**config.mk**
```make
export PLATFORM = sky130hd
export DESIGN_NAME = mseq_core
export DESIGN_NICKNAME = d
export VERILOG_FILES = /design/src/rtl/mseq_pkg.sv /design/src/rtl/mseq_stack.sv /design/src/rtl/mseq_loopctr.sv /design/src/rtl/mseq_core.sv
export SDC_FILE = /design/constraint.sdc
export NUM_CORES = 1
export LEC_CHECK = 0
export BUFFER_PORTS_ARGS = -buffer_cell sky130_fd_sc_hd__buf_4
export CAP_MARGIN = 15
export CORE_MARGIN = 4
export CORE_UTILIZATION = 45
export CTS_CLUSTER_DIAMETER = 100
export CTS_CLUSTER_SIZE = 14
export DETAILED_ROUTE_END_ITERATION = 6
export GPL_ROUTABILITY_DRIVEN = 0
export PLACE_DENSITY = 0.68
export SYNTH_ARGS = -nofsm -noshare
export SYNTH_HDL_FRONTEND = slang
export SYNTH_SLANG_ARGS = --single-unit
```
**constraint.sdc**
```tcl
create_clock -name clk -period 3.1 [get_ports clk]
set_clock_uncertainty 0.05 [all_clocks]
set_input_delay 0 -clock clk [delete_from_list [all_inputs] [get_ports clk]]
set_output_delay 0 -clock clk [all_outputs]
set_load 0.01 [all_outputs]
```
**src/rtl/mseq_pkg.sv**
```systemverilog
package mseq_pkg;

    typedef enum logic [1:0] {
        SEL_UPC   = 2'b00,
        SEL_STACK = 2'b01,
        SEL_BUS   = 2'b10,
        SEL_ALT   = 2'b11
    } nsel_e;

endpackage

```
**src/rtl/mseq_stack.sv**
```systemverilog
module mseq_stack #(
    parameter int AW    = 12,
    parameter int DEPTH = 4
) (
    input  logic          clk,
    input  logic          rst,
    input  logic          en_n,
    input  logic          push,
    input  logic [AW-1:0] din,
    output logic [AW-1:0] top
);
    localparam int PW = $clog2(DEPTH);

    typedef struct packed {
        logic [PW-1:0]              wp;
        logic [DEPTH-1:0][AW-1:0]   mem;
    } stk_t;

    stk_t stk_d, stk_q;

    always_comb begin
        stk_d = stk_q;
        if (!en_n) begin
            if (push) begin
                stk_d.mem[stk_q.wp] = din;
                stk_d.wp            = stk_q.wp + PW'(1);
            end else begin
                stk_d.wp            = stk_q.wp - PW'(1);
            end
        end
    end

    always_ff @(posedge clk) begin
        if (rst) begin
            stk_q <= '0;
        end else begin
            stk_q <= stk_d;
        end
    end

    // top of stack sits one below the write pointer (wraps)
    assign top = stk_q.mem[stk_q.wp - PW'(1)];

    // a pushed value is on top in the following cycle
    a_r5_push_on_top: assert property (@(posedge clk) disable iff (rst)
        (!en_n && push) |=> (top == $past(din)));

    // without a stack operation the top is unchanged
    a_r6_idle_holds: assert property (@(posedge clk) disable iff (rst)
        en_n |=> $stable(top));

endmodule

```
**src/rtl/mseq_loopctr.sv**
```systemverilog
module mseq_loopctr #(
    parameter int W = 12
) (
    input  logic         clk,
    input  logic         rst,
    input  logic         ld_n,
    input  logic         dec_n,
    input  logic [W-1:0] din,
    output logic         zero
);
    typedef struct packed {
        logic [W-1:0] cnt;
    } ctr_t;

    ctr_t ctr_d, ctr_q;

    always_comb begin
        ctr_d = ctr_q;
        if (!ld_n) begin
            ctr_d.cnt = din;
        end else if (!dec_n && (ctr_q.cnt != '0)) begin
            ctr_d.cnt = ctr_q.cnt - W'(1);
        end
    end

    always_ff @(posedge clk) begin
        if (rst) begin
            ctr_q <= '0;
        end else begin
            ctr_q <= ctr_d;
        end
    end

    assign zero = (ctr_q.cnt == '0);

    // decrementing at zero keeps the counter at zero
    a_r9_floor_at_zero: assert property (@(posedge clk) disable iff (rst)
        (ld_n && !dec_n && zero) |=> zero);

    // a load decides zero status from the loaded value
    a_r8_load_sets_status: assert property (@(posedge clk) disable iff (rst)
        (!ld_n) |=> (zero == ($past(din) == '0)));

endmodule

```
**src/rtl/mseq_core.sv**
```systemverilog
module mseq_core
    import mseq_pkg::*;
#(
    parameter int AW          = 12,
    parameter int STACK_DEPTH = 4
) (
    input  logic          clk,
    input  logic          rst,
    input  logic [AW-1:0] br_field,
    input  logic [AW-1:0] map_addr,
    input  logic [AW-1:0] vec_addr,
    input  logic          br_oe_n,
    input  logic          map_oe_n,
    input  logic          vec_oe_n,
    input  logic [1:0]    sel,
    input  logic          file_en_n,
    input  logic          push_pop,
    input  logic          cnt_ld_n,
    input  logic          cnt_dec_n,
    input  logic          reg_ld_n,
    output logic [AW-1:0] next_addr,
    output logic [AW-1:0] upc,
    output logic          cnt_zero
);
    localparam int NSRC = 3;

    typedef struct packed {
        logic [AW-1:0] upc;
        logic [AW-1:0] alt;
    } core_t;

    core_t core_d, core_q;

    logic [AW-1:0]            bus;
    logic [AW-1:0]            stack_top;
    logic [NSRC-1:0]          drv_en;
    logic [NSRC-1:0][AW-1:0]  drv_val;
    logic [AW-1:0]            mux_out;

    assign drv_en  = {~vec_oe_n, ~map_oe_n, ~br_oe_n};
    assign drv_val = {vec_addr, map_addr, br_field};

    // wired-OR model of the shared, enabled bus
    always_comb begin
        bus = '0;
        for (int i = 0; i < NSRC; i++) begin
            if (drv_en[i]) begin
                bus = bus | drv_val[i];
            end
        end
    end

    always_comb begin
        unique case (nsel_e'(sel))
            SEL_UPC:   mux_out = core_q.upc;
            SEL_STACK: mux_out = stack_top;
            SEL_BUS:   mux_out = bus;
            SEL_ALT:   mux_out = core_q.alt;
            default:   mux_out = core_q.upc;
        endcase
    end

    assign next_addr = rst ? '0 : mux_out;

    always_comb begin
        core_d     = core_q;
        core_d.upc = next_addr + AW'(1);
        if (!reg_ld_n) begin
            core_d.alt = bus;
        end
    end

    always_ff @(posedge clk) begin
        if (rst) begin
            core_q.upc <= AW'(1);
            core_q.alt <= '0;
        end else begin
            core_q <= core_d;
        end
    end

    assign upc = core_q.upc;

    mseq_stack #(
        .AW    (AW),
        .DEPTH (STACK_DEPTH)
    ) stack_i (
        .clk  (clk),
        .rst  (rst),
        .en_n (file_en_n),
        .push (push_pop),
        .din  (core_q.upc),
        .top  (stack_top)
    );

    mseq_loopctr #(
        .W (AW)
    ) ctr_i (
        .clk   (clk),
        .rst   (rst),
        .ld_n  (cnt_ld_n),
        .dec_n (cnt_dec_n),
        .din   (bus),
        .zero  (cnt_zero)
    );

    // never more than one source enabled onto the shared bus
    a_r3_single_driver: assert property (@(posedge clk) disable iff (rst)
        $onehot0(drv_en));

    // the counter register follows the issued address plus one
    a_r4_upc_follows: assert property (@(posedge clk) disable iff (rst)
        !rst |=> (upc == $past(next_addr) + AW'(1)));

    // without a load strobe the start register keeps its value
    a_r11_alt_holds: assert property (@(posedge clk) disable iff (rst)
        reg_ld_n |=> $stable(core_q.alt));

endmodule

```
# ---- After elaboration in Yosys (flattened, before gate mapping)
# Index checks and enable logic that the tools add are counted.
dict set report totals {
  register_bits 86
  in_bits 48
  word_cells 42
}
dict set report op_classes {
  addsub 4
  order_cmp 3
  n_eq_ne 4
  mux 13
  bitwise_logic 3
  reduce_logical 7
}
# op count
set op_table {}
lappend op_table {{12-bit two-way mux} 8}
lappend op_table {{48-bit bitwise mux} 1}
lappend op_table {{12-bit case mux with 4 select lines} 1}
lappend op_table {{12-bit binary-select mux with 2-bit select} 1}
lappend op_table {{12-bit demux with 2-bit select} 1}
lappend op_table {{12-bit bitwise OR} 2}
lappend op_table {{12-bit by 1-bit adder with 12-bit output, second input constant} 1}
lappend op_table {{12-bit logical NOT} 1}
lappend op_table {{12-bit nonzero test} 1}
lappend op_table {{12-bit by 1-bit subtractor with 12-bit output, second input constant} 1}
lappend op_table {{2-bit by 3-bit < comparator with 1-bit output, second input constant} 2}
lappend op_table {{2-bit == test, second input constant} 2}
lappend op_table {{2-bit by 1-bit adder with 2-bit output, second input constant} 1}
lappend op_table {{2-bit by 1-bit == test with 1-bit output, second input constant} 1}
lappend op_table {{2-bit by 1-bit greater-or-equal comparator with 1-bit output, second input constant} 1}
lappend op_table {{1-bit logical AND} 2}
lappend op_table {{2-bit logical NOT} 1}
lappend op_table {{2-bit two-way mux} 1}
lappend op_table {{2-bit by 1-bit != test with 1-bit output, second input constant} 1}
lappend op_table {{2-bit AND reduction} 1}
lappend op_table {{2-bit by 1-bit subtractor with 2-bit output, second input constant} 1}
lappend op_table {{1-bit logical NOT} 1}
lappend op_table {{1-bit NOT} 1}

# ---- Longest topological paths before layout
# Gate-level depths: netlist of run 1.
dict set report logic_depth {
  word_depth 8
  ltp_mapped 14
  mapped_depth_nobuf 11
}

# ---- By module
# A second synthesis of run 1 with hierarchy kept.
dict set report hier_totals {
  cells_unflattened 480
  area_unflattened_um2 4844.6
}
# module n_inst cells_each area_each_um2
set modules_own_cells {}
lappend modules_own_cells {mseq_stack 1 204 2439.8}
lappend modules_own_cells {mseq_core 1 190 1637.8}
lappend modules_own_cells {mseq_loopctr 1 86 767.0}

# ---- Worst setup path after synthesis of run 1
# Ideal clock, no wire load.
dict set report synth_timing {
  path_type {reg2reg}
  start {register stack_i.stk_q[48] (netlist name)}
  end {register, netlist name upc[10]}
  setup_ns 0.123
  arrival_ns 3.062
  required_ns 2.927
  path_slack_ns -0.136
  stages_incl_launch_ff 15
  period_less_slack_ns 3.236
  path_cell_list {dfxtp_1 -> buf_6 -> buf_4 -> inv_1 -> ha_1 -> buf_6 -> or3b_4 -> o22ai_1 -> o21ai_0 -> inv_1 -> ha_1 -> o211ai_1 -> nor4_4 -> nand4_1 -> mux2_1}
}
dict set report synth_via {
  elab_chain_len 6
}
# item line_no
set synth_lines {}
lappend synth_lines {{from (decl)} mseq_stack.sv:19} ;# stk_t stk_d, stk_q;
lappend synth_lines {{from (signal assigned)} mseq_stack.sv:37} ;# stk_q <= stk_d;
lappend synth_lines {{2-bit by 1-bit subtractor with 2-bit output} mseq_stack.sv:42} ;# assign top = stk_q.mem[stk_q.wp - PW'(1)];
lappend synth_lines {{12-bit binary-select mux with 2-bit select} mseq_stack.sv:42}
lappend synth_lines {{12-bit two-way mux (implied by the code)} mseq_stack.sv:42}
lappend synth_lines {{12-bit case mux with 4 select lines} mseq_core.sv:54} ;# unique case (nsel_e'(sel))
lappend synth_lines {{12-bit two-way mux} mseq_core.sv:63} ;# assign next_addr = rst ? '0 : mux_out;
lappend synth_lines {{net next_addr[0]} mseq_core.sv:21} ;# output logic [AW-1:0] next_addr,
lappend synth_lines {{12-bit by 1-bit adder with 12-bit output} mseq_core.sv:67} ;# core_d.upc = next_addr + AW'(1);
# The timed path passes the listed nets, and every way through them passes these cells. The select of a mux whose other input is x is not followed.
# A chain may end at the register's enable or synchronous reset.

# ---- Final worst setup path of run 1
dict set report layout_timing {
  start {register stack_i.stk_q[49] (netlist name)}
  end {register, netlist name upc[10]}
}
dict set report layout_via {
  elab_chain_len 6
}
# item line_no
set layout_lines {}
lappend layout_lines {{2-bit by 1-bit subtractor with 2-bit output} mseq_stack.sv:42}
lappend layout_lines {{12-bit binary-select mux with 2-bit select} mseq_stack.sv:42}
lappend layout_lines {{12-bit two-way mux (implied by the code)} mseq_stack.sv:42}
lappend layout_lines {{12-bit case mux with 4 select lines} mseq_core.sv:54}
lappend layout_lines {{12-bit two-way mux} mseq_core.sv:63}
lappend layout_lines {{12-bit by 1-bit adder with 12-bit output} mseq_core.sv:67}
# No other way between the ends. The select of a mux whose other input is x is not followed.

==> results of run 1 <==
## worst min path at each step
stage / start / to / slack, ps / cells past startpoint
finish: map_addr[10] / core_q[10] / 10 / 5
floorplan: file_en_n / stack_i.stk_q[49] / 90 / 2
CTS: map_addr[10] / core_q[10] / 20 / 5
global placement: file_en_n / stack_i.stk_q[49] / 230 / 3
global route: map_addr[10] / core_q[10] / 50 / 5
detailed placement: file_en_n / stack_i.stk_q[49] / 230 / 3
## cell families after synthesis
group / Yosys count / synth area share (%)
fa+ha+maj: 6 / 1.65
simple gates: 235 / 24.8
compound gates: 115 / 16.5
buf+inv: 79 / 8.17
xor+xnor: 18 / 3.47
mux: 22 / 7.60
flops: 86 / 37.9
## where the power goes
group | switching, mW | internal (mW)
clock | 0.393 | 0.417
combinational | 0.252 | 0.203
sequential | 0.0530 | 1.16
## layout make-up
| cell class | count | area (um2) | area share [%] |
|---|---|---|---|
| Clock buffer | 13 | 159 | 3.01 |
| Inverter | 32 | 121 | 2.30 |
| Timing Repair Buffer | 79 | 606 | 11.5 |
| Clock inverter | 3 | 42.5 | 0.805 |
| Tap cell | 133 | 166 | 3.15 |
| Sequential cell | 86 | 1720 | 32.6 |
| Multi-Input combinational cell | 396 | 2470 | 46.7 |
## per-stage QoR
stage                     power (mW)  std cells
after floorplan                 1.54        561
after global placement          1.67        721
after CTS                       2.49        742
final                           2.47        742
after global routing            2.59        742
after detailed placement        1.68        721
## flip-flops by register name, summed over array words and instances (netlist names)
register	flops
upc	12
stack_i.stk_q	50
core_q	12
ctr_i.ctr_q	12
## routing by layer
layer  track usage, %  part of all wire (%)  wire [um]  up-vias
met5                0                     0          0        -
met3             3.22                   6.1        730       21
met2             33.9                    47       5640      122
li1                 -                     -          -     1991
met1             27.5                    45       5330     1877
met4             7.66                   2.2        260        0
## cell usage in the layout, fill, tap and decap left out, types with 4 or more instances in the layout
| cell | n |
|---|---|
| a211oi_1 | 14 |
| nand2_1 | 109 |
| o221ai_1 | 6 |
| xor2_1 | 5 |
| o211ai_1 | 4 |
| mux4_2 | 6 |
| nand4_1 | 4 |
| xnor2_1 | 13 |
| dlygate4sd3_1 | 5 |
| ha_1 | 5 |
| nor3_1 | 11 |
| a21oi_1 | 56 |
| buf_4 | 74 |
| nand3_1 | 6 |
| a31oi_1 | 4 |
| nor2_1 | 40 |
| clkbuf_8 | 11 |
| dfxtp_1 | 85 |
| a311oi_1 | 7 |
| nand2b_1 | 27 |
| nor2b_1 | 11 |
| nor4_1 | 6 |
| and2_1 | 4 |
| mux2i_1 | 12 |
| inv_1 | 30 |
## worst reg2reg max path, cell delays in order, from the launching register on
cell and delay, ps:
dfxtp_1 390, inv_1 80, ha_1 350, or3b_4 430, o22ai_1 140, o21ai_1 120
inv_1 110, ha_2 210, o211ai_1 130, nor4_4 370, nand4_1 170, mux2_1 330
## repair_timing
action | in CTS | in global routing
hold endpoints to repair | 16 | 0
hold buffers | 5 | 0
endpoints found under the setup margin | 0 | 0
==> results.sh, run 1 <==
export IMPL_outcome="finished clean"
export IMPL_fmax_mhz=336
export IMPL_numCtsBuffers=9
export IMPL_preCtsSetupSlack_ps=149
export IMPL_critPathTopFamily="simple AND/OR/NAND/NOR gates"
export IMPL_critPathLaunch="stack_i.stk_q[49]"
export IMPL_die_h_um=109
export IMPL_synthArstFlopShare_pct=0
export IMPL_worst_path_buf_inv=2
export IMPL_wl_per_cell_um=16.1
export IMPL_path_depth=11
export IMPL_ys_top_cells_by_area="dfxtp_1, nand2_1, a21oi_1"
export IMPL_antenna_found_initial=0
export IMPL_slew_headroom_pct=39.4
export IMPL_synth_area_mm2=0.00455
export IMPL_r2r_end="upc[10]"
export IMPL_initial_core_util_pct=46.3
export IMPL_reg2reg_depth=11
export IMPL_crit_top_cell="inv_1"
export IMPL_cts_root_buf="clkbuf_8"
export IMPL_final_area_mm2=0.00528
export IMPL_ctsLongestPathBuffers=2
export IMPL_grt_pass1_wl_um=19300
export IMPL_fin_util_pct=53.8
export IMPL_ir_drop_mv=0.198
export IMPL_slowest_delay_ps=430
export IMPL_port_buffers=72
export IMPL_worst_path_max_delay_cell="or3b_4"
export IMPL_hp_class="in2reg"
export IMPL_max_cap_violations=0
export IMPL_ys_types=55
export IMPL_diodes=0
export IMPL_via_count=4011
export IMPL_dpl_cell_area_mm2=0.00503
export IMPL_reg2reg_from="stack_i.stk_q[49]"
export IMPL_drt_antenna_violating_nets=0
export IMPL_synth_most_common_cell="nand2_1"
export IMPL_fin_tns_setup_ps=0
export IMPL_cp_max_fo=4
export IMPL_fp_dieW_um=109
export IMPL_critical_path_required_ps=3290
export IMPL_drtPass1Iterations=4
export IMPL_cts_resized=0
export IMPL_grt_max_degree=90
export IMPL_clock_latency_ps=350
export IMPL_r2r_slack_ps=130
export IMPL_clock_sinks=86
export IMPL_initialDrtViolationCount=265
export IMPL_final_setup_viol_count=0
export IMPL_vias_per_cell=5.41
export IMPL_syn_num_nets=615
export IMPL_yosysWarnings=0
export IMPL_coreArea_mm2=0.00982
export IMPL_routed_wl_um=12000
export IMPL_cts_tree="built"
export IMPL_hold_viol_final=0
export IMPL_dieArea_mm2=0.0118
export IMPL_synth_avg_cell_area_um2=8.10
export IMPL_grtUsageTotal_pct=20.7
export IMPL_area_delta_synth_final_pct=16.2
export IMPL_netlist_area_leader_share_pct=37.9
export IMPL_drive_above_1_share_pct=18.2
export IMPL_synth_edff_count=0
export IMPL_start_kind="flop"
export IMPL_rsz0062_at_grt="false"
export IMPL_grt_overflow_total=0
export IMPL_cts_setup_buffers=0
export IMPL_finalNetCount=658
export IMPL_drc=0
export IMPL_synth_cells=561
export IMPL_endpoint="upc[10]"
export IMPL_ys_ff_latch=86
export IMPL_min_period_ps=2970
export IMPL_ys_seq_area_share_pct=37.9
export IMPL_cellPowerDensity_mw_per_mm2=468
export IMPL_rows=36
export IMPL_fin_ws_ps=126
export IMPL_tightest_slew_ps=909
export IMPL_cts_max_level=3
export IMPL_ys_top_cells_by_count="nand2_1, dfxtp_1, a21oi_1"
export IMPL_dp_hpwl_um=8340
export IMPL_clk_pin_slew_ps=80
export IMPL_synth_largest_area_cell="dfxtp_1"
export IMPL_final_max_slew_viol_count=0
export IMPL_crit_type="reg2reg"
export IMPL_num_io_pins=73
export IMPL_ys_flop_type="dfxtp_1"
export IMPL_end_kind="flop"
export IMPL_arrival_ps=3160
export IMPL_grt_pass1_vias=3912
export IMPL_nFillCells=970
export IMPL_leakagePower_nw=2.04
export IMPL_timing_hold_ws_ps=14.0
export IMPL_crit_chain="inv_1 -> ha_1 -> or3b_4 -> o22ai_1 -> o21ai_1 -> inv_1 -> ha_2 -> o211ai_1 -> nor4_4 -> nand4_1 -> mux2_1"
export IMPL_period_share_pct=95.9
No activity file was read; power rests on OpenSTA's default activity.
==> run 2, diff against run 1 <==
CELL_PAD_IN_SITES_DETAIL_PLACEMENT = 0   (was not set)
CELL_PAD_IN_SITES_GLOBAL_PLACEMENT = 1   (was not set)
CORE_UTILIZATION = 38   (was 45)
PLACE_DENSITY = not set   (was 0.68)
PLACE_DENSITY_LB_ADDON = 0.1   (was not set)
RECOVER_POWER = 25   (was not set)
SLEW_MARGIN = 20   (was not set)
==> results.sh, run 2 (synthesis results as in run 1) <==
export IMPL_outcome="finished clean"
export IMPL_dieArea_mm2=0.0138
export IMPL_slowest_delay_ps=410
export IMPL_grt_pass1_vias=3811
export IMPL_final_setup_viol_count=0
export IMPL_grt_pass1_wl_um=21200
export IMPL_grt_busiest_layer="met2"
export IMPL_clk_pin_slew_ps=70
export IMPL_arrival_ps=3090
export IMPL_dp_hpwl_um=9230
export IMPL_final_max_slew_viol_count=0
export IMPL_cellPowerDensity_mw_per_mm2=530
export IMPL_worst_path_max_delay_cell="or3b_4"
export IMPL_clock_sinks=86
export IMPL_clock_latency_ps=350
export IMPL_mostFrequentLayoutCell="nand2_1"
export IMPL_reg2reg_depth=11
export IMPL_end_kind="flop"
export IMPL_rsz0062_at_grt="false"
export IMPL_hold_viol_final=0
export IMPL_grtUsageTotal_pct=19.4
export IMPL_drtPass1Iterations=4
export IMPL_rows=39
export IMPL_hold_depth=5
export IMPL_die_h_um=117
export IMPL_hp_class="in2reg"
export IMPL_numCtsBuffers=9
export IMPL_start_kind="flop"
export IMPL_fp_dieW_um=117
export IMPL_drt_antenna_violating_nets=0
export IMPL_leakagePower_nw=2.04
export IMPL_ir_drop_mv=0.394
export IMPL_ctsLongestPathBuffers=2
export IMPL_min_period_ps=2910
export IMPL_coreArea_mm2=0.0116
export IMPL_vias_per_cell=5.27
export IMPL_cp_max_fo=4
export IMPL_cts_max_level=3
export IMPL_initial_core_util_pct=39.3
export IMPL_reg2reg_from="stack_i.stk_q[49]"
export IMPL_grt_max_degree=47
export IMPL_crit_top_cell="inv_1"
export IMPL_gr_usage_met3_pct=5.15
export IMPL_fmax_mhz=344
export IMPL_largest_reg_flops=50
export IMPL_antenna_found_initial=0
export IMPL_via_count=3968
export IMPL_grt_overflow_total=0
export IMPL_drive_above_1_share_pct=16.2
export IMPL_fin_util_pct=46.5
export IMPL_num_io_pins=73
export IMPL_finalNetCount=659
export IMPL_layout_common_cells="nand2_1, dfxtp_1, buf_4"
export IMPL_crit_type="reg2reg"
export IMPL_critical_path_required_ps=3290
export IMPL_crit_chain="inv_1 -> ha_1 -> or3b_4 -> o22ai_1 -> o21ai_1 -> inv_1 -> ha_2 -> o211ai_1 -> nor4_4 -> nand4_1 -> mux2_1"
export IMPL_area_delta_synth_final_pct=18.2
export IMPL_initialDrtViolationCount=182
export IMPL_routed_wl_um=13100
export IMPL_drc=0
export IMPL_slew_headroom_pct=32.4
export IMPL_use_met1_pct=25.3
export IMPL_tightest_slew_ps=1010
export IMPL_cts_root_buf="clkbuf_16"
export IMPL_min_from="map_addr[2]"
export IMPL_port_buffers=72
export IMPL_period_share_pct=93.7
export IMPL_r2r_end="upc[10]"
export IMPL_wl_per_cell_um=17.4
export IMPL_use_met2_pct=31.4
export IMPL_cts_tree="built"
export IMPL_finalPower_mw=2.85
export IMPL_r2r_slack_ps=190
export IMPL_max_cap_violations=0
export IMPL_diodes=0
export IMPL_hold_end="core_q[2]"
export IMPL_fin_tns_setup_ps=0
export IMPL_max_flop_register="stack_i.stk_q"
## run 2: layout make-up
class                           count  area (um2)
Fill cell                        1168        6190
Timing Repair Buffer               80         561
Clock buffer                       10         229
Tap cell                          143         179
Multi-Input combinational cell    396        2470
Inverter                           32         121
Sequential cell                    86        1720
Clock inverter                      6        93.8
## run 2: worst max-delay path by stage
stage	startpoint	to	depth (start not counted)	slack [ps]
finish	stack_i.stk_q[49]	upc[10]	11	190
floorplan	stack_i.stk_q[48]	upc[10]	14	10
CTS	stack_i.stk_q[49]	upc[10]	11	180
global route	stack_i.stk_q[49]	upc[10]	11	2
global placement	stack_i.stk_q[49]	upc[10]	11	280
detailed placement	stack_i.stk_q[49]	upc[10]	11	200
## run 2: metal layers
metal  share of wire [%]  wire length (um)
met4                 1.5               192
met3                 4.7               618
met1                  46              6040
met5                   0                 0
met2                  48              6290
## run 2: through the flow
stage | hold WS, ps | area, um2 | std cells | worst slack [ps]
floorplan | 92.7 | 4570 | 561 | 14.9
detailed placement | 231 | 5050 | 732 | 201
CTS | 10.2 | 5430 | 753 | 178
global placement | 221 | 5050 | 732 | 279
global route | 56.6 | 5370 | 753 | 2.24
finish | 15.7 | 5370 | 753 | 195
## run 2: worst max-delay path: cells and delay by family (launching register included)
family | cells | cell delay, ps
flops | 1 | 380
compound gates | 3 | 390
mux | 1 | 330
simple gates | 3 | 910
buf+inv | 2 | 190
fa+ha+maj | 2 | 520
## run 2: what timing repair did
action	CTS	global route
hold endpoints to repair	14	0
gates resized for setup	0	0
buffers inserted	0	0
hold buffers	5	0
## run 2: report_power, final
group	total [mW]	switching, mW	internal (mW)	leakage, nW
clock network	1.18	0.471	0.712	0.153
registers	1.21	0.0546	1.16	0.703
logic	0.453	0.259	0.194	1.19
